<file path="src/rtl/chint_pkg.sv">
`timescale 1ns/1ps
package chint_pkg;

    typedef enum logic [3:0] {
        K_NONE,
        K_ADDI,
        K_LI,
        K_LUI,
        K_ADDX0,
        K_SLLI,
        K_SRLI,
        K_SRAI
    } hint_kind_e;

    typedef struct packed {
        logic [31:0] instr;
        logic        is_hint;
        logic        passthru;
    } out_word_t;

    localparam logic [6:0]  OPC_IMM   = 7'b0010011;
    localparam logic [6:0]  OPC_LUI   = 7'b0110111;
    localparam logic [6:0]  OPC_REG   = 7'b0110011;
    localparam logic [31:0] CANON_NOP = 32'h0000_0013;

    function automatic logic [31:0] enc_i(input logic [11:0] imm, input logic [4:0] rs1,
                                          input logic [2:0] f3, input logic [4:0] rd);
        return {imm, rs1, f3, rd, OPC_IMM};
    endfunction

    function automatic logic [31:0] enc_u(input logic [19:0] imm, input logic [4:0] rd);
        return {imm, rd, OPC_LUI};
    endfunction

    function automatic logic [31:0] enc_r(input logic [6:0] f7, input logic [4:0] rs2,
                                          input logic [4:0] rs1, input logic [2:0] f3,
                                          input logic [4:0] rd);
        return {f7, rs2, rs1, f3, rd, OPC_REG};
    endfunction

endpackage

</file>
<file path="src/rtl/chint_classify.sv">
`timescale 1ns/1ps
module chint_classify
    import chint_pkg::*;
#(
    parameter int XLEN = 32
) (
    input  logic [15:0] c,
    output hint_kind_e  kind
);
    localparam bit IS64 = (XLEN == 64);

    logic [1:0] quad;
    logic [2:0] f3;
    logic [4:0] rd;
    logic [4:0] lo;
    logic [5:0] imm6;
    logic       slli_width_ok;

    assign quad = c[1:0];
    assign f3   = c[15:13];
    assign rd   = c[11:7];
    assign lo   = c[6:2];
    assign imm6 = {c[12], c[6:2]};

    generate
        if (IS64) begin : g_wide
            assign slli_width_ok = 1'b1;
        end else begin : g_narrow
            assign slli_width_ok = ~c[12];
        end
    endgenerate

    always_comb begin
        kind = K_NONE;
        if (quad == 2'b01) begin
            if (f3 == 3'b000 && !c[12] && rd != 5'd0 && lo == 5'd0)
                kind = K_ADDI;
            else if (f3 == 3'b010 && rd == 5'd0)
                kind = K_LI;
            else if (f3 == 3'b011 && rd == 5'd0 && imm6 != 6'd0)
                kind = K_LUI;
            else if (c[15:10] == 6'b100000 && lo == 5'd0)
                kind = K_SRLI;
            else if (c[15:10] == 6'b100001 && lo == 5'd0)
                kind = K_SRAI;
        end else if (quad == 2'b10) begin
            if (f3 == 3'b100 && rd == 5'd0 && lo != 5'd0)
                kind = K_ADDX0;
            else if (f3 == 3'b000 && (imm6 == 6'd0 || rd == 5'd0) && slli_width_ok)
                kind = K_SLLI;
        end
    end
endmodule

</file>
<file path="src/rtl/chint_build.sv">
`timescale 1ns/1ps
module chint_build
    import chint_pkg::*;
(
    input  logic [15:0] c,
    input  hint_kind_e  kind,
    input  logic        expand,
    output out_word_t   w
);
    logic [4:0]  rd_full;
    logic [4:0]  rd_pr;
    logic [4:0]  rs2;
    logic [5:0]  imm6;
    logic [31:0] expanded;
    logic        hit;

    assign rd_full = c[11:7];
    assign rd_pr   = {2'b01, c[9:7]};
    assign rs2     = c[6:2];
    assign imm6    = {c[12], c[6:2]};
    assign hit     = (kind != K_NONE);

    always_comb begin
        case (kind)
            K_ADDI:  expanded = enc_i(12'd0, rd_full, 3'b000, rd_full);
            K_LI:    expanded = enc_i({{6{imm6[5]}}, imm6}, 5'd0, 3'b000, 5'd0);
            K_LUI:   expanded = enc_u({{14{imm6[5]}}, imm6}, 5'd0);
            K_ADDX0: expanded = enc_r(7'd0, rs2, 5'd0, 3'b000, 5'd0);
            K_SLLI:  expanded = enc_i({6'd0, imm6}, rd_full, 3'b001, rd_full);
            K_SRLI:  expanded = enc_i(12'd0, rd_pr, 3'b101, rd_pr);
            K_SRAI:  expanded = enc_i({7'b0100000, 5'd0}, rd_pr, 3'b101, rd_pr);
            default: expanded = CANON_NOP;
        endcase
    end

    always_comb begin
        w.is_hint  = hit;
        w.passthru = ~hit;
        if (!hit)
            w.instr = {16'h0000, c};
        else if (expand)
            w.instr = expanded;
        else
            w.instr = CANON_NOP;
    end
endmodule

</file>
<file path="src/rtl/chint_stage.sv">
`timescale 1ns/1ps
module chint_stage
    import chint_pkg::*;
(
    input  logic      clk,
    input  logic      rst,
    input  logic      in_valid,
    output logic      in_ready,
    input  out_word_t d,
    output logic      out_valid,
    input  logic      out_ready,
    output out_word_t q
);
    logic      valid_q;
    out_word_t data_q;

    assign in_ready  = ~valid_q | out_ready;
    assign out_valid = valid_q;
    assign q         = data_q;

    always_ff @(posedge clk) begin
        if (rst) begin
            valid_q <= 1'b0;
        end else if (in_ready) begin
            valid_q <= in_valid;
        end
    end

    always_ff @(posedge clk) begin
        if (in_valid && in_ready)
            data_q <= d;
    end

    assert_reset_clears_R11: assert property (@(posedge clk) rst |=> !out_valid);

    assert_hold_stall_R9: assert property (@(posedge clk) disable iff (rst)
        (out_valid && !out_ready) |=> (out_valid && $stable(q)));

    assert_empty_ready_R9: assert property (@(posedge clk) disable iff (rst)
        !out_valid |-> in_ready);

    assert_accept_loads_R9: assert property (@(posedge clk) disable iff (rst)
        (in_valid && in_ready) |=> out_valid);
endmodule

</file>
<file path="src/rtl/chint_expander.sv">
`timescale 1ns/1ps
module chint_expander
    import chint_pkg::*;
#(
    parameter int XLEN = 32
) (
    input  logic        clk,
    input  logic        rst,
    input  logic        in_valid,
    output logic        in_ready,
    input  logic [15:0] in_instr,
    input  logic        in_expand,
    output logic        out_valid,
    input  logic        out_ready,
    output logic [31:0] out_instr,
    output logic        out_is_hint,
    output logic        out_passthru
);
    hint_kind_e kind;
    out_word_t  word_d;
    out_word_t  word_q;

    chint_classify #(.XLEN(XLEN)) u_classify (
        .c    (in_instr),
        .kind (kind)
    );

    chint_build u_build (
        .c      (in_instr),
        .kind   (kind),
        .expand (in_expand),
        .w      (word_d)
    );

    chint_stage u_stage (
        .clk       (clk),
        .rst       (rst),
        .in_valid  (in_valid),
        .in_ready  (in_ready),
        .d         (word_d),
        .out_valid (out_valid),
        .out_ready (out_ready),
        .q         (word_q)
    );

    assign out_instr    = word_q.instr;
    assign out_is_hint  = word_q.is_hint;
    assign out_passthru = word_q.passthru;

    assert_passthru_zext_R8: assert property (@(posedge clk) disable iff (rst)
        (out_valid && out_passthru) |-> (out_instr[31:16] == 16'h0000 && !out_is_hint));

    assert_hint_opcode_R7: assert property (@(posedge clk) disable iff (rst)
        (out_valid && out_is_hint) |->
        (out_instr[6:0] == OPC_IMM || out_instr[6:0] == OPC_LUI || out_instr[6:0] == OPC_REG));
endmodule

</file>
<file path="config.mk">
export PLATFORM = sky130hd
export DESIGN_NAME = chint_expander
export DESIGN_NICKNAME = d
export VERILOG_FILES = /design/src/rtl/chint_pkg.sv /design/src/rtl/chint_classify.sv /design/src/rtl/chint_build.sv /design/src/rtl/chint_stage.sv /design/src/rtl/chint_expander.sv
export SDC_FILE = /design/constraint.sdc
export NUM_CORES = 1
export LEC_CHECK = 0
export ABC_CLOCK_PERIOD_IN_PS = 2100
export BUFFER_PORTS_ARGS = -buffer_cell sky130_fd_sc_hd__buf_2
export CELL_PAD_IN_SITES_DETAIL_PLACEMENT = 0
export CELL_PAD_IN_SITES_GLOBAL_PLACEMENT = 1
export CORE_MARGIN = 8
export CORE_UTILIZATION = 38
export CTS_CLUSTER_DIAMETER = 200
export DETAILED_ROUTE_END_ITERATION = 7
export PLACE_DENSITY_LB_ADDON = 0.1
export SLEW_MARGIN = 0
export SYNTH_ARGS = -nofsm -noshare
export SYNTH_HDL_FRONTEND = slang
export SYNTH_SLANG_ARGS = --single-unit
export TNS_END_PERCENT = 100
</file>
<file path="constraint.sdc">
create_clock -name clk -period 2.1 [get_ports clk]
set_input_delay 0 -clock clk [delete_from_list [all_inputs] [get_ports clk]]
set_output_delay 0 -clock clk [all_outputs]
set_load 0.005 [all_outputs]
</file>
# Word-level counts from Yosys, hierarchy flattened
# Cells that the tools add are included.
# totals
register_bits,35
inputBits,21
out_inout_bits,36
word_cells,59
# op_classes
n_eq_ne,14
n_mux,12
bitwise,4
n_reduce_logical,24
# ops
cell,n
$pmux 32 s7,1
$mux 16,2
$mux 4,7
$eq 4x3->1 const B,4
$logic_and 1x1->1,13
$eq 6x6->1 const B,2
$logic_not 5->1,2
$reduce_bool 5->1,2
$eq 4x2->1 const B,2
$eq 3x2->1 const B,2
$logic_not 6->1,1
$mux 3,2
$reduce_bool 6->1,1
$eq 4x1->1 const B,1
$reduce_bool 4->1,1
$eq 3x3->1 const B,1
$logic_not 3->1,1
$not 1->1,3
$eq 2x1->1 const B,1
$eq 2x2->1 const B,1
$reduce_and 2->1,1
$logic_not 1->1,1
$logic_or 1x1->1,1
$or 1x1->1,1

# Depth between registers and ports, before layout
# logic_depth
word_depth,12
ltp_mapped,7
mapped_depth_nobuf,6

# Hierarchy
# A second synthesis with hierarchy kept.
# hier_totals
hier_cells,137
area_unflattened_um2,1736.7
# by_module_without_submodules
mod,n_inst,cells_per_inst,area_per_inst_um2,seq_area_each_um2
chint_stage,1,39,1076.0,1041.0
chint_build,1,74,491.7,0.0
chint_classify,1,24,168.9,0.0

# Least setup slack after synthesis
# Ideal clock, no wire load.
# synth_timing
path_type,in2reg
from,input in_instr[4]
to,"register u_stage.data_q (netlist bit u_stage.q[4]), data pin"
setup_time_ns,0.256
arrival_time_ns,1.470
t_required_ns,1.844
path_slack_ns,0.374
stages,6
n_path_buf,0
cell_sequence,or4_1 o22ai_4 a31oi_2 nand3_4 inv_4 a22o_1
# synth_rtl
item,line_no,source
from (decl),chint_expander.sv:11,"input logic [15:0] in_instr,"
to (signal assigned),chint_stage.sv:31,data_q <= d;
to (decl),chint_stage.sv:15,out_word_t data_q;

==> flow_summary.toml <==
[outcome]
status = "finished clean"

[setup_path]
start_kind = "input port"
cpMaxStageDelayCell = "or4_1"
critPathRequiredTime_ns = 2.14
end_kind = "flip-flop"
crit_fanout = 8
cp.depth = 7
critPathKind = "input port to flip-flop"
critPathBufInv = 2
arrival_ns = 1.74
crit_path_cell_trace = "buf_2 -> or4_1 -> o22ai_4 -> a31oi_2 -> nand3_4 -> inv_4 -> a22o_1"
cp_top_family = "simple AND/OR/NAND/NOR gates"
r2r_cells = 3
cp_slowest_stage_delay_ns = 0.60

[die]
io_pins = 57
core_um2 = 4060
fp.dieArea_um2 = 6630
start_util = 0.401
rows = 23
die_h_um = 81.4
die_w_um = 81.4

[timing]
timing.slew.headroom = 0.662
fin_tns_setup_ns = 0
fin_hold_ws_ns = 0.0342
rsz0062_at_grt = "false"
setup_ws_ns = 0.401
finalHoldViolCount = 0
final_min_period_over_clock_period = 0.809
maxSlewViolCount = 0
period_minus_slack_ns = 1.70
skew_ns = 0.00501
tightest_slew_ns = 0.500
clock.fmax_mhz = 589
setup_viol = 0

[synthesis]
ys_async_sr_fraction = 0
ys_types = 49
synth-seq-cells = 31
synth.cell_area_um2 = 1630
syn_area_per_cell_um2 = 12.1
ys.flop_type = "edfxtp_1"
synth_warnings = 0
synth_nets = 155
synth_cells = 134
synth.yosys.seq_area_share = 0.567
synth_edf_count = 30

[hold_path]
hp-class = "input port to flip-flop"
min_path_cells = 2

[grt]
grt_first_pass_wirelength_um = 7170
gr-total-overflow = 0
first_global_vias = 1364
antenna_found_initial = 0
grt_use_total = 0.143
grt_max_degree = 31

[place]
place_hpwl_um = 3520
io_buffers = 56
routabilityCongestion = 0.882
pre_cts_ws_ns = 0.119
placed_area_um2 = 1990

[layout]
multi_input_area_um2 = 618
num_antenna_cells = 0
layout.nets = 221
final_common_cell = "buf_2"
layout_common_cells = "buf_2, edfxtp_1, a21oi_1"
ff_latch_area_um2 = 921
drive_gt1_frac = 0.423
final_area_um2 = 2110
area_growth_pct = 30.0
fillerInstances = 392

[routing]
firstDrtPassIters = 4
route.detailed.drc = 0
avgRoutedWirePerCell_um = 18.2
antenna_left = 0
wl_um = 4570
viasPerCell = 5.55
drt_iter0_markers = 78
vias = 1392

[clock_network]
cts_tree = "yes"
cts_setup_buffers = 0
cts_resized = 0
cts.sinks = 31
htreeDepth = 2
clkLatencyLatePin_ns = 0.28
cts.clk_slew.worst_paths_ns = 0.07
holdBufCountCts = 2
cts_root_buf = "clkbuf_8"
cts_buffers = 5
cts_buffer_depth = 2

[run]
max-cap-violations = 0

[power_and_ir_drop]
p_per_area_nw_per_um2 = 688
power.leakage_nw = 0.864
total_power_mw = 1.45
peakVddDrop_mv = 0.371
## final timing paths
path,startpoint,to,slack (ns)
setup reg to reg,u_stage.out_valid$_SDFFE_PP0N_,u_stage.q[19]$_SDFFCE_PN0P_,0.86
hold reg to reg,u_stage.out_valid$_SDFFE_PP0N_,u_stage.q[31]$_SDFFCE_PN0P_,1.04
setup / recovery,in_instr[4],u_stage.q[4]$_DFFE_PP_,0.40
hold / removal,in_instr[0],u_stage.q[2]$_SDFFCE_PN1P_,0.03
## Yosys cell counts (all sizes together) (2+ instances only)
cell type / number / area share
nand4: 4 / 0.015
buf: 6 / 0.026
o211ai: 2 / 0.0092
o21ai: 6 / 0.021
nor2: 6 / 0.014
inv: 9 / 0.022
and3: 2 / 0.0077
clkbuf: 2 / 0.0046
nand3: 6 / 0.026
a21boi: 3 / 0.014
a22o: 4 / 0.027
nor4b: 2 / 0.015
nor3: 3 / 0.019
o2111ai: 2 / 0.011
nand2b: 4 / 0.015
a21oi: 11 / 0.034
or4: 2 / 0.012
a31oi: 2 / 0.012
o21a: 2 / 0.0092
edfxtp: 30 / 0.55
nand2: 10 / 0.023
## cells by family (layout without fill, tap and decap cells)
family          after synthesis  after routing  share of synthesized area
buf+inv                      17             84                     0.0531
compound gates               40             40                      0.198
flops                        31             31                      0.567
simple gates                 46             46                      0.182
## state kept, by name, indices dropped and copies added, names as in the netlist
| signal | flops |
|---|---|
| u_stage.q | 30 |
| u_stage.out_valid | 1 |
## final cells by class
cell class	instances	area share
flip-flops and latches	31	0.436
multi-input cells	86	0.292
repair buffers	67	0.174
clock buffers	5	0.0326
well taps	50	0.0296
clock inverters	3	0.0184
inverters	9	0.0172
## where the power goes
part	switching, mW	internal (mW)	leakage (nW)	total (mW)
logic	0.0921	0.0664	0.509	0.158
clock network	0.226	0.347	0.0556	0.573
registers	0.00784	0.715	0.300	0.723
## stage by stage
step / util / instances
finish: 0.521 / 251
global route: 0.521 / 251
CTS: 0.521 / 251
detailed placement: 0.489 / 241
global placement: 0.489 / 241
floorplan: - / 134
## per-layer routing
layer / vias up / wire length [um] / global-route usage
met5: - / 0 / 0
met4: 0 / 102 / 0.0661
met3: 11 / 397 / 0.0475
met2: 60 / 2080 / 0.216
met1: 665 / 1990 / 0.180
li1: 656 / - / -
Note: power is estimated with default switching activity, not from simulation.
